==> src/rtl/prog_link_master.sv <==
module prog_link_master #(
  parameter int DIV_W    = 8,
  parameter int LOW_CYC  = 200000,
  parameter int HIGH_CYC = 200,
  parameter int TO_CYC   = 2000000
) (
  input  logic             clk,
  input  logic             rst_n,
  input  logic [DIV_W-1:0] div,
  input  logic             en_req,
  input  logic             en_mode,
  input  logic             dis_req,
  input  logic             brk_req,
  input  logic             tx_valid,
  input  logic [7:0]       tx_data,
  output logic             tx_ready,
  input  logic             rx_req,
  output logic             rx_valid,
  output logic [7:0]       rx_data,
  output logic             err,
  output logic             link_clk,
  output logic             link_clk_oe,
  output logic             data_oe,
  output logic             data_out,
  input  logic             data_in,
  output logic             hold_reset
);
  localparam int TMAX = (LOW_CYC > TO_CYC) ? ((LOW_CYC > HIGH_CYC) ? LOW_CYC : HIGH_CYC)
                                           : ((TO_CYC > HIGH_CYC) ? TO_CYC : HIGH_CYC);
  localparam int TW = $clog2(TMAX + 1);

  typedef enum logic [3:0] {
    S_OFF, S_LOW, S_HIGH, S_IDLE, S_TURN, S_TX, S_REL, S_RX, S_EXIT
  } state_t;

  state_t           st;
  logic [DIV_W-1:0] dcnt;
  logic [TW-1:0]    tmr;
  logic [11:0]      sh;
  logic [3:0]       bits;
  logic             sclk, brk_left, sending, started, turn_seen;

  wire run  = (st == S_IDLE) || (st == S_TURN) || (st == S_TX) || (st == S_REL) || (st == S_RX);
  wire tick = run && (dcnt == '0);
  wire rise = tick && !sclk;
  wire fall = tick && sclk;
  wire [DIV_W-1:0] divm1 = (div == '0) ? '0 : div - 1'b1;
  wire [11:0] frame = {2'b11, ^tx_data, tx_data, 1'b0};

  assign tx_ready = (st == S_IDLE) && sending;
  assign link_clk = sclk && link_clk_oe;

  always_ff @(posedge clk or negedge rst_n) begin
    if (!rst_n) begin
      dcnt <= '0;
      sclk <= 1'b0;
    end else if (!run) begin
      dcnt <= divm1;
      sclk <= 1'b0;
    end else if (dcnt == '0) begin
      dcnt <= divm1;
      sclk <= !sclk;
    end else begin
      dcnt <= dcnt - 1'b1;
    end
  end

  always_ff @(posedge clk or negedge rst_n) begin
    if (!rst_n) begin
      st <= S_OFF; tmr <= '0; sh <= '0; bits <= '0;
      brk_left <= 1'b0; sending <= 1'b0; started <= 1'b0; turn_seen <= 1'b0;
      data_oe <= 1'b0; data_out <= 1'b0; link_clk_oe <= 1'b0; hold_reset <= 1'b0;
      err <= 1'b0; rx_valid <= 1'b0; rx_data <= '0;
    end else begin
      rx_valid <= 1'b0;
      case (st)
        S_OFF: if (en_req) begin
          hold_reset <= 1'b1;
          err        <= 1'b0;
          data_oe    <= 1'b1;
          data_out   <= en_mode;
          tmr        <= en_mode ? TW'(HIGH_CYC - 1) : TW'(LOW_CYC - 1);
          st         <= en_mode ? S_HIGH : S_LOW;
        end
        S_LOW: if (tmr == '0) begin
          data_out <= 1'b1;
          tmr      <= TW'(HIGH_CYC - 1);
          st       <= S_HIGH;
        end else tmr <= tmr - 1'b1;
        S_HIGH: if (tmr == '0) begin
          sh <= 12'hFFF; bits <= 4'd12; brk_left <= 1'b1;
          sending <= 1'b1; link_clk_oe <= 1'b1;
          st <= S_TX;
        end else tmr <= tmr - 1'b1;
        S_IDLE: begin
          if (dis_req) begin
            data_oe <= 1'b0; data_out <= 1'b0; link_clk_oe <= 1'b0; sending <= 1'b0;
            st <= S_EXIT;
          end else if (tx_valid || brk_req) begin
            if (sending) begin
              sh <= brk_req ? 12'hFFF : frame;
              bits <= 4'd12;
              st <= S_TX;
            end else begin
              turn_seen <= 1'b0;
              st <= S_TURN;
            end
          end else if (rx_req) begin
            tmr <= TW'(TO_CYC - 1);
            if (sending) begin
              data_oe <= 1'b0; sending <= 1'b0;
              st <= S_REL;
            end else begin
              started <= 1'b0; bits <= 4'd11;
              st <= S_RX;
            end
          end
        end
        S_TURN: begin
          if (rise) turn_seen <= 1'b1;
          if (fall && turn_seen) begin
            data_oe <= 1'b1; data_out <= 1'b1; sending <= 1'b1;
            st <= S_IDLE;
          end
        end
        S_TX: begin
          if (fall && bits != 4'd0) begin
            data_out <= sh[0];
            sh <= {1'b1, sh[11:1]};
            bits <= bits - 1'b1;
          end else if (rise && bits == 4'd0) begin
            if (brk_left) begin
              brk_left <= 1'b0; sh <= 12'hFFF; bits <= 4'd12;
            end else st <= S_IDLE;
          end
        end
        S_REL: begin
          if (data_in) st <= S_IDLE;
          else if (tmr == '0) begin err <= 1'b1; st <= S_IDLE; end
          else tmr <= tmr - 1'b1;
        end
        S_RX: begin
          if (rise && started) begin
            sh <= {data_in, sh[11:1]};
            bits <= bits - 1'b1;
            if (bits == 4'd1) begin
              rx_valid <= 1'b1;
              rx_data  <= sh[9:2];
              tmr      <= TW'(TO_CYC - 1);
              st       <= S_IDLE;
            end
          end else if (tmr == '0) begin
            err <= 1'b1; st <= S_IDLE;
          end else begin
            tmr <= tmr - 1'b1;
            if (rise && !data_in) started <= 1'b1;
          end
        end
        S_EXIT: begin
          hold_reset <= 1'b0;
          st <= S_OFF;
        end
        default: st <= S_OFF;
      endcase
    end
  end
endmodule


==> config.mk <==
export PLATFORM = sky130hd
export DESIGN_NAME = prog_link_master
export DESIGN_NICKNAME = d
export VERILOG_FILES = /design/src/rtl/prog_link_master.sv
export SDC_FILE = /design/constraint.sdc
export NUM_CORES = 1
export LEC_CHECK = 0
export ABC_AREA = 1
export BUFFER_PORTS_ARGS = -buffer_cell sky130_fd_sc_hd__buf_2
export CAP_MARGIN = 20
export CORE_UTILIZATION = 65
export CTS_CLUSTER_DIAMETER = 120
export DETAILED_ROUTE_END_ITERATION = 16
export HOLD_SLACK_MARGIN = 0.06
export PLACE_DENSITY = 0.86
export REMOVE_ABC_BUFFERS = 1
export SLEW_MARGIN = 20
export SYNTH_ARGS = -nofsm -noshare
export SYNTH_HDL_FRONTEND = slang
export SYNTH_SLANG_ARGS = --single-unit
==> constraint.sdc <==
create_clock -name clk -period 5.96 [get_ports clk]
set_input_delay 1.192 -clock clk [delete_from_list [all_inputs] [get_ports clk]]
set_output_delay 1.192 -clock clk [all_outputs]
set_load 0.05 [all_outputs]
**Yosys cells after proc, flatten, opt, wreduce, memory -nomap -nowiden**

Cells that the tools add are included.

- Register bits: 68
- Logic and storage cells: 207

- Add/subtract/negate cells: 4
- Equal/unequal tests: 41
- Multiplexer cells: 96
- Reductions and logical operators: 49

Operators with widths:

| cell | count |
|---|---|
| $mux 21 | 9 |
| $pmux 21 s6 | 1 |
| $mux 12 | 8 |
| $mux 4 | 24 |
| $pmux 12 s4 | 1 |
| $mux 1 | 36 |
| $pmux 4 s8 | 1 |
| $ne 2x2->1 const B | 15 |
| $mux 8 | 3 |
| $logic_not 21->1 | 1 |
| $sub 21x1->21 const B | 1 |
| $mux 18 | 1 |
| $reduce_and 9->1 | 2 |
| $eq 4x3->1 const B | 4 |
| $logic_not 8->1 | 2 |
| $pmux 4 s4 | 1 |
| $reduce_and 8->1 | 2 |
| $sub 8x1->8 const B | 2 |
| $ne 2x1->1 const B | 7 |
| $ne 3x2->1 const B | 4 |
| $ne 3x3->1 const B | 4 |
| $reduce_and 6->1 | 2 |
| $logic_and 1x1->1 | 10 |
| $mux 10 | 1 |
| other kinds (24) | 48 |

**Logic depth before layout (Yosys ltp)**

Gate-level depths: netlist of the first run.

- Depth in word-level cells: 12
- Mapped depth: 13

**Worst setup path after synthesis of the first run**

OpenSTA, ideal clock, no wires.

- Kind: reg-to-output
- Start: reg st[2]
- End: out tx_ready
- Arrival time: 1.551 ns
- Data required time: 4.768 ns
- Slack: 3.217 ns
- Cell stages (with the launch flop): 6
- Buffers on the path: 0
- Path through: dfrtp_1 > inv_2 > nand2_1 > nor2_2 > inv_2 > nor2_1

- Longest elaborated chain between the ends: 2

Ends and longest elaborated chain:

| item | line | RTL |
|---|---|---|
| start, declared | 36 | `state_t st;` |
| start signal, assigned | 83 | `st <= en_mode ? S_HIGH : S_LOW;` |
| $eq 4x2->1 | 50 | `assign tx_ready = (st == S_IDLE) && sending;` |
| $logic_and 1x1->1 | 50 |  |
| end, declared | 16 | `output logic tx_ready,` |

No other way between the ends.

**Worst setup path after layout of the first run**

- Start: reg st[1]
- End: out tx_ready

Same word-level chain as after synthesis.

==> flow_metrics.tcl, run 1 <==
set metrics [dict create \
    cp_num_buf_inv 2 \
    worst_slack_ns 2.25 \
    crit_family "simple AND/OR/NAND/NOR gates" \
    reg2reg_slack_ns 2.95 \
    seq_area_frac_synth 0.352 \
    port_buffers 40 \
    critPathRequiredTime_ns 4.77 \
    end_kind "output pin" \
    final_common_cell "nand2_1" \
    synth_area_leaders "dfrtp_1, nand2_1, inv_1" \
    grt_remaining_overflow 0 \
    grt_pass1_vias 4521 \
    async_flop_share 1.00 \
    num_antenna_cells 0 \
    ys_types 42 \
    criticalPathCategory "flip-flop to output pin" \
    rsz0062_at_grt "false" \
    drc 0 \
    drive_gt1_frac 0.145 \
    ant_nets 0 \
    dp_hpwl_microns 9350 \
    antenna_found_initial 0 \
    first_iter_violations 387 \
    crit_slowest_cell "nor2_2" \
    ys_seq_elements 68 \
    fmax_ghz 0.269 \
    start_util 0.670 \
    finalCritPeriodShare 0.623 \
    place_congestion 0.981 \
    die_h_microns 88.3 \
    cp_slowest_stage_delay_ns 0.76 \
    slew_violations 0 \
    r2r_start "tmr[0]" \
    coreArea_sq_um 7210 \
    nets 776 \
    syn_area_per_cell_sq_um 6.89 \
    pin_count 41 \
    grt_pass1_wl_microns 20600 \
    clock_sinks 68 \
    clk_path_buf_depth 2 \
    area_growth_pct 8.61 \
    ir_drop_mv 0.338 \
    clock_skew_ns 0.00784 \
    ys.flop_type "dfrtp_1" \
    num_vias 4835 \
    powerDensity_nw_per_um2 534 \
    die_x_microns 88.3 \
    stdcell_count 846 \
    yosysWarnings 0 \
    setup_violations 0 \
    status "finished clean" \
    place_inst 831 \
    startpoint "st[1]" \
    power_leakage_uw 0.00278 \
    relSlewSlack 0.371 \
    path_max_fanout 23 \
    maxCapViolations 0 \
    hp-start "data_out" \
    layout_min_cycle_time_ns 3.71 \
    synthesis.area_sq_um 4840 \
    crit_chain "nand2_2, nor2_2, inv_2, nor2_1, buf_2" \
    drt_pass1_iterations 6 \
    final_cell_mix "nand2_1, inv_1, nor2_1, dfrtp_1, nand3_1" \
    die-area_sq_um 7790 \
    rows 31 \
    pre_cts_ws_ns 2.66 \
    grt_max_degree 69 \
    holdBufCountCts 0 \
    totalWireLength_microns 12600 \
    ctsResizeCount 0 \
    cts_setup_buffers 0 \
    wl_per_cell_microns 15.0 \
    htreeDepth 3 \
    crit_arrival_ns 2.52 \
    clock_latency_ns 0.35 \
    routed_via_density 5.72 \
    yosys.area.top_type "dfrtp_1" \
    cts_buffers 9 \
    cts_tree "yes" \
    cp-start-kind "flip-flop" \
    final_hold_viol_count 0 \
    final.setup.tns_ns 0 \
    clk_pin_slew_ns 0.08 \
    min_path_type "flip-flop to flip-flop" \
    root_buffer "clkbuf_8" \
    worstMarginPinSlew_ns 0.943 \
    gr-usage-all-layers 0.346 \
    synth-edff-count 0 \
    syn_inst 702 \
    synth_top_area_frac 0.352 \
]
==> cells by family (layout without fill, tap and decap cells) <==
kind of cell | Yosys count | count (layout) | share of synthesized area
AO/OA/AOI/OAI | 97 | 97 | 0.124
adder cells (fa/ha/maj) | 8 | 8 | 0.0207
XOR/XNOR | 29 | 29 | 0.0525
AND/OR/NAND/NOR | 388 | 388 | 0.356
buffers and inverters | 112 | 157 | 0.0949
flip-flops | 68 | 68 | 0.352
==> metrics by stage <==
step | hold slack [ns] | util | area, sq um | total power [uW]
after detailed placement | 0.462 | 0.705 | 5090 | 2430
after global placement | 0.452 | 0.705 | 5090 | 2360
final | 0.477 | 0.728 | 5250 | 2810
after floorplan | 0.442 | - | 4760 | 2040
after global routing | 0.498 | 0.728 | 5250 | 3040
after CTS | 0.480 | 0.728 | 5250 | 2770
==> cell usage after synthesis (2+ instances only) <==
master,count
inv_1,89
nor3_1,7
o21ai_0,40
nor2_2,4
o211ai_1,2
and2_1,2
xor2_1,21
o22ai_1,7
nor2_1,87
o21ai_2,18
nand3_2,2
buf_6,4
nor3b_1,2
o21ai_1,12
ha_1,8
xnor2_1,8
nand2_1,196
clkbuf_1,2
nand3_1,56
nand2_2,5
inv_2,11
a22oi_1,3
dfrtp_1,68
nor2_4,6
buf_2,4
nand4_1,14
a21oi_1,9
==> tightest hold or removal path: cells and delay by family (launching register included) <==
family	cells	cell delay, ns
flip-flops	1	0.35
AND/OR/NAND/NOR	2	0.09
==> flip-flops by register name (all words and copies together), names as in the netlist, 4 cells and up <==
register and cells:
bits 4, rx_data 8, dcnt 8, tmr 21, st 4, sh 12
==> final cells by class <==
type	count	area, sq um
multi-input combinational	522	2680
fill	611	1960
sequential	68	1700
inverter	101	379
timing repair buffer	41	208
clock buffer	9	124
tap	99	124
clock inverter	6	41.3
==> metal layers <==
layer | wire (microns) | share of wire | GRT usage | vias up
met2 | 6080 | 0.48 | 0.576 | 232
met3 | 896 | 0.071 | 0.0485 | 46
li1 | - | - | - | 2333
met4 | 402 | 0.032 | 0.152 | 0
met1 | 5270 | 0.42 | 0.450 | 2224
met5 | 0 | 0 | 0 | -
==> where the power goes <==
part / switching (uW) / total (uW) / internal [uW]
sequential: 177 / 831 / 654
combinational: 1120 / 1630 / 513
clock: 191 / 340 / 148
total: 1490 / 2810 / 1320
==> final timing paths <==
path / to / depth (start not counted)
worst max-delay path: tx_ready / 5
worst min-delay path: data_out / 2
worst max register to register: sh[10] / 11
worst min register to register: data_out / 2
max in group asynchronous: tmr[10] / 2
min in group asynchronous: dcnt[2] / 2
Note: power is estimated with default switching activity, not from simulation.
==> inputs of run 2 (changes only) <==
Settings changed: CORE_UTILIZATION 65 to 55, PLACE_DENSITY 0.86 to 0.77.
Clock period 5.96 ns to 3.4 ns, I/O delays scaled along.
==> flow_metrics.tcl, run 2 (synthesized netlist as in run 1, its figures left out) <==
set metrics [dict create \
    largest-register "tmr" \
    p_total_uw 5020 \
    status "finished clean" \
    clk_path_buf_depth 2 \
    clock_sinks 68 \
    drt_pass1_iterations 5 \
    antenna_found_initial 0 \
    final.setup.tns_ns 0 \
    nets 778 \
    rows 33 \
    reg2regPathDepth 11 \
    pin_count 41 \
    cp_slowest_stage_delay_ns 0.58 \
    num_antenna_cells 0 \
    path_max_fanout 10 \
    port_buffers 40 \
    cts_setup_buffers 0 \
    die_h_microns 95.8 \
    cts_tree "yes" \
    clock_skew_ns 0.0113 \
    routed_via_density 5.53 \
    start_util 0.577 \
    setup_violations 0 \
    gr-usage-all-layers 0.292 \
    worstMarginPinSlew_ns 0.846 \
    num_vias 4724 \
    hold_depth 2 \
    place_congestion 0.983 \
    criticalPathCategory "flip-flop to output pin" \
    clock_latency_ns 0.35 \
    totalWireLength_microns 12100 \
    largest_register_ffs 21 \
    rsz0062_at_grt "false" \
    wl_per_cell_microns 14.2 \
    ctsResizeCount 0 \
    maxCapViolations 0 \
    grt_remaining_overflow 0 \
    drive_gt1_frac 0.147 \
    slew_violations 0 \
    coreArea_sq_um 8380 \
    ir_drop_mv 0.491 \
    die-area_sq_um 9170 \
    relSlewSlack 0.436 \
    grt_max_degree 69 \
    cp-start-kind "flip-flop" \
    area_growth_pct 10.1 \
    final_cell_mix "nand2_1, inv_1, nor2_1, dfrtp_1, nand3_1" \
    finalCritPeriodShare 0.792 \
    final_hold_viol_count 0 \
    final_common_cell "nand2_1" \
    end_kind "output pin" \
    drc 0 \
    die_x_microns 95.8 \
    fmax_ghz 0.371 \
    powerDensity_nw_per_um2 942 \
    holdBufCountCts 0 \
    grt_pass1_wl_microns 20600 \
    ant_nets 0 \
    root_buffer "clkbuf_8" \
    crit_chain "nand2_2, nor2_2, inv_2, nor2_1, buf_2" \
    crit_arrival_ns 2.01 \
    first_iter_violations 273 \
    cts_buffers 9 \
    largestRegisters "tmr: 21 flops, sh: 12 flops" \
    layout_min_cycle_time_ns 2.69 \
    critPathRequiredTime_ns 2.72 \
    grt_pass1_vias 4552 \
    min_path_type "flip-flop to flip-flop" \
    clk_pin_slew_ns 0.08 \
    dp_hpwl_microns 9200 \
    crit_slowest_cell "dfrtp_1" \
    htreeDepth 3 \
    power_leakage_uw 0.00282 \
]
run 2: report_power, final:
| part | internal (uW) | total, uW | switching (uW) |
|---|---|---|---|
| sequential | 1150 | 1460 | 312 |
| combinational | 903 | 2820 | 1920 |
| clock | 410 | 737 | 327 |
| total | 2460 | 5020 | 2560 |
run 2: routing by layer:
metal  up-vias  GRT usage  routed length [microns]
met4         0      0.112                      333
met1      2173      0.369                     5250
met5         -          0                        0
met2       185      0.485                     5660
li1       2331          -                        -
met3        35     0.0679                      871
run 2: critical path: cells and delay by family, from the launching register on:
kind,cells,cell delay (ns)
buffers and inverters,2,0.43
flip-flops,1,0.58
AND/OR/NAND/NOR,3,0.65
run 2: per-stage QoR:
step,setup WS [ns],cell area (sq um),hold slack [ns],std cells,utilization
finish,0.707,5330,0.470,854,0.635
CTS,0.727,5330,0.474,854,0.635
global placement,0.955,5110,0.453,839,0.610
floorplan,0.725,4760,0.384,691,-
detailed placement,0.881,5110,0.455,839,0.610
global route,0.561,5330,0.499,854,0.635
run 2: final timing paths:
path                                 start         end  slack, ns
worst max-delay path                 st[1]    tx_ready       0.71
worst min-delay path            rx_data[1]  rx_data[1]       0.47
worst max register to register      tmr[0]       sh[5]       0.91
worst min register to register  rx_data[1]  rx_data[1]       0.47
max in group asynchronous            rst_n     tmr[11]       2.33
min in group asynchronous            rst_n  rx_data[2]       0.52
run 2: area by class of cell:
type,count,area (sq um)
tap,105,131
clock inverter,6,90.1
multi-input combinational,522,2680
inverter,101,379
timing repair buffer,43,223
fill,790,3060
sequential,68,1700
clock buffer,9,124
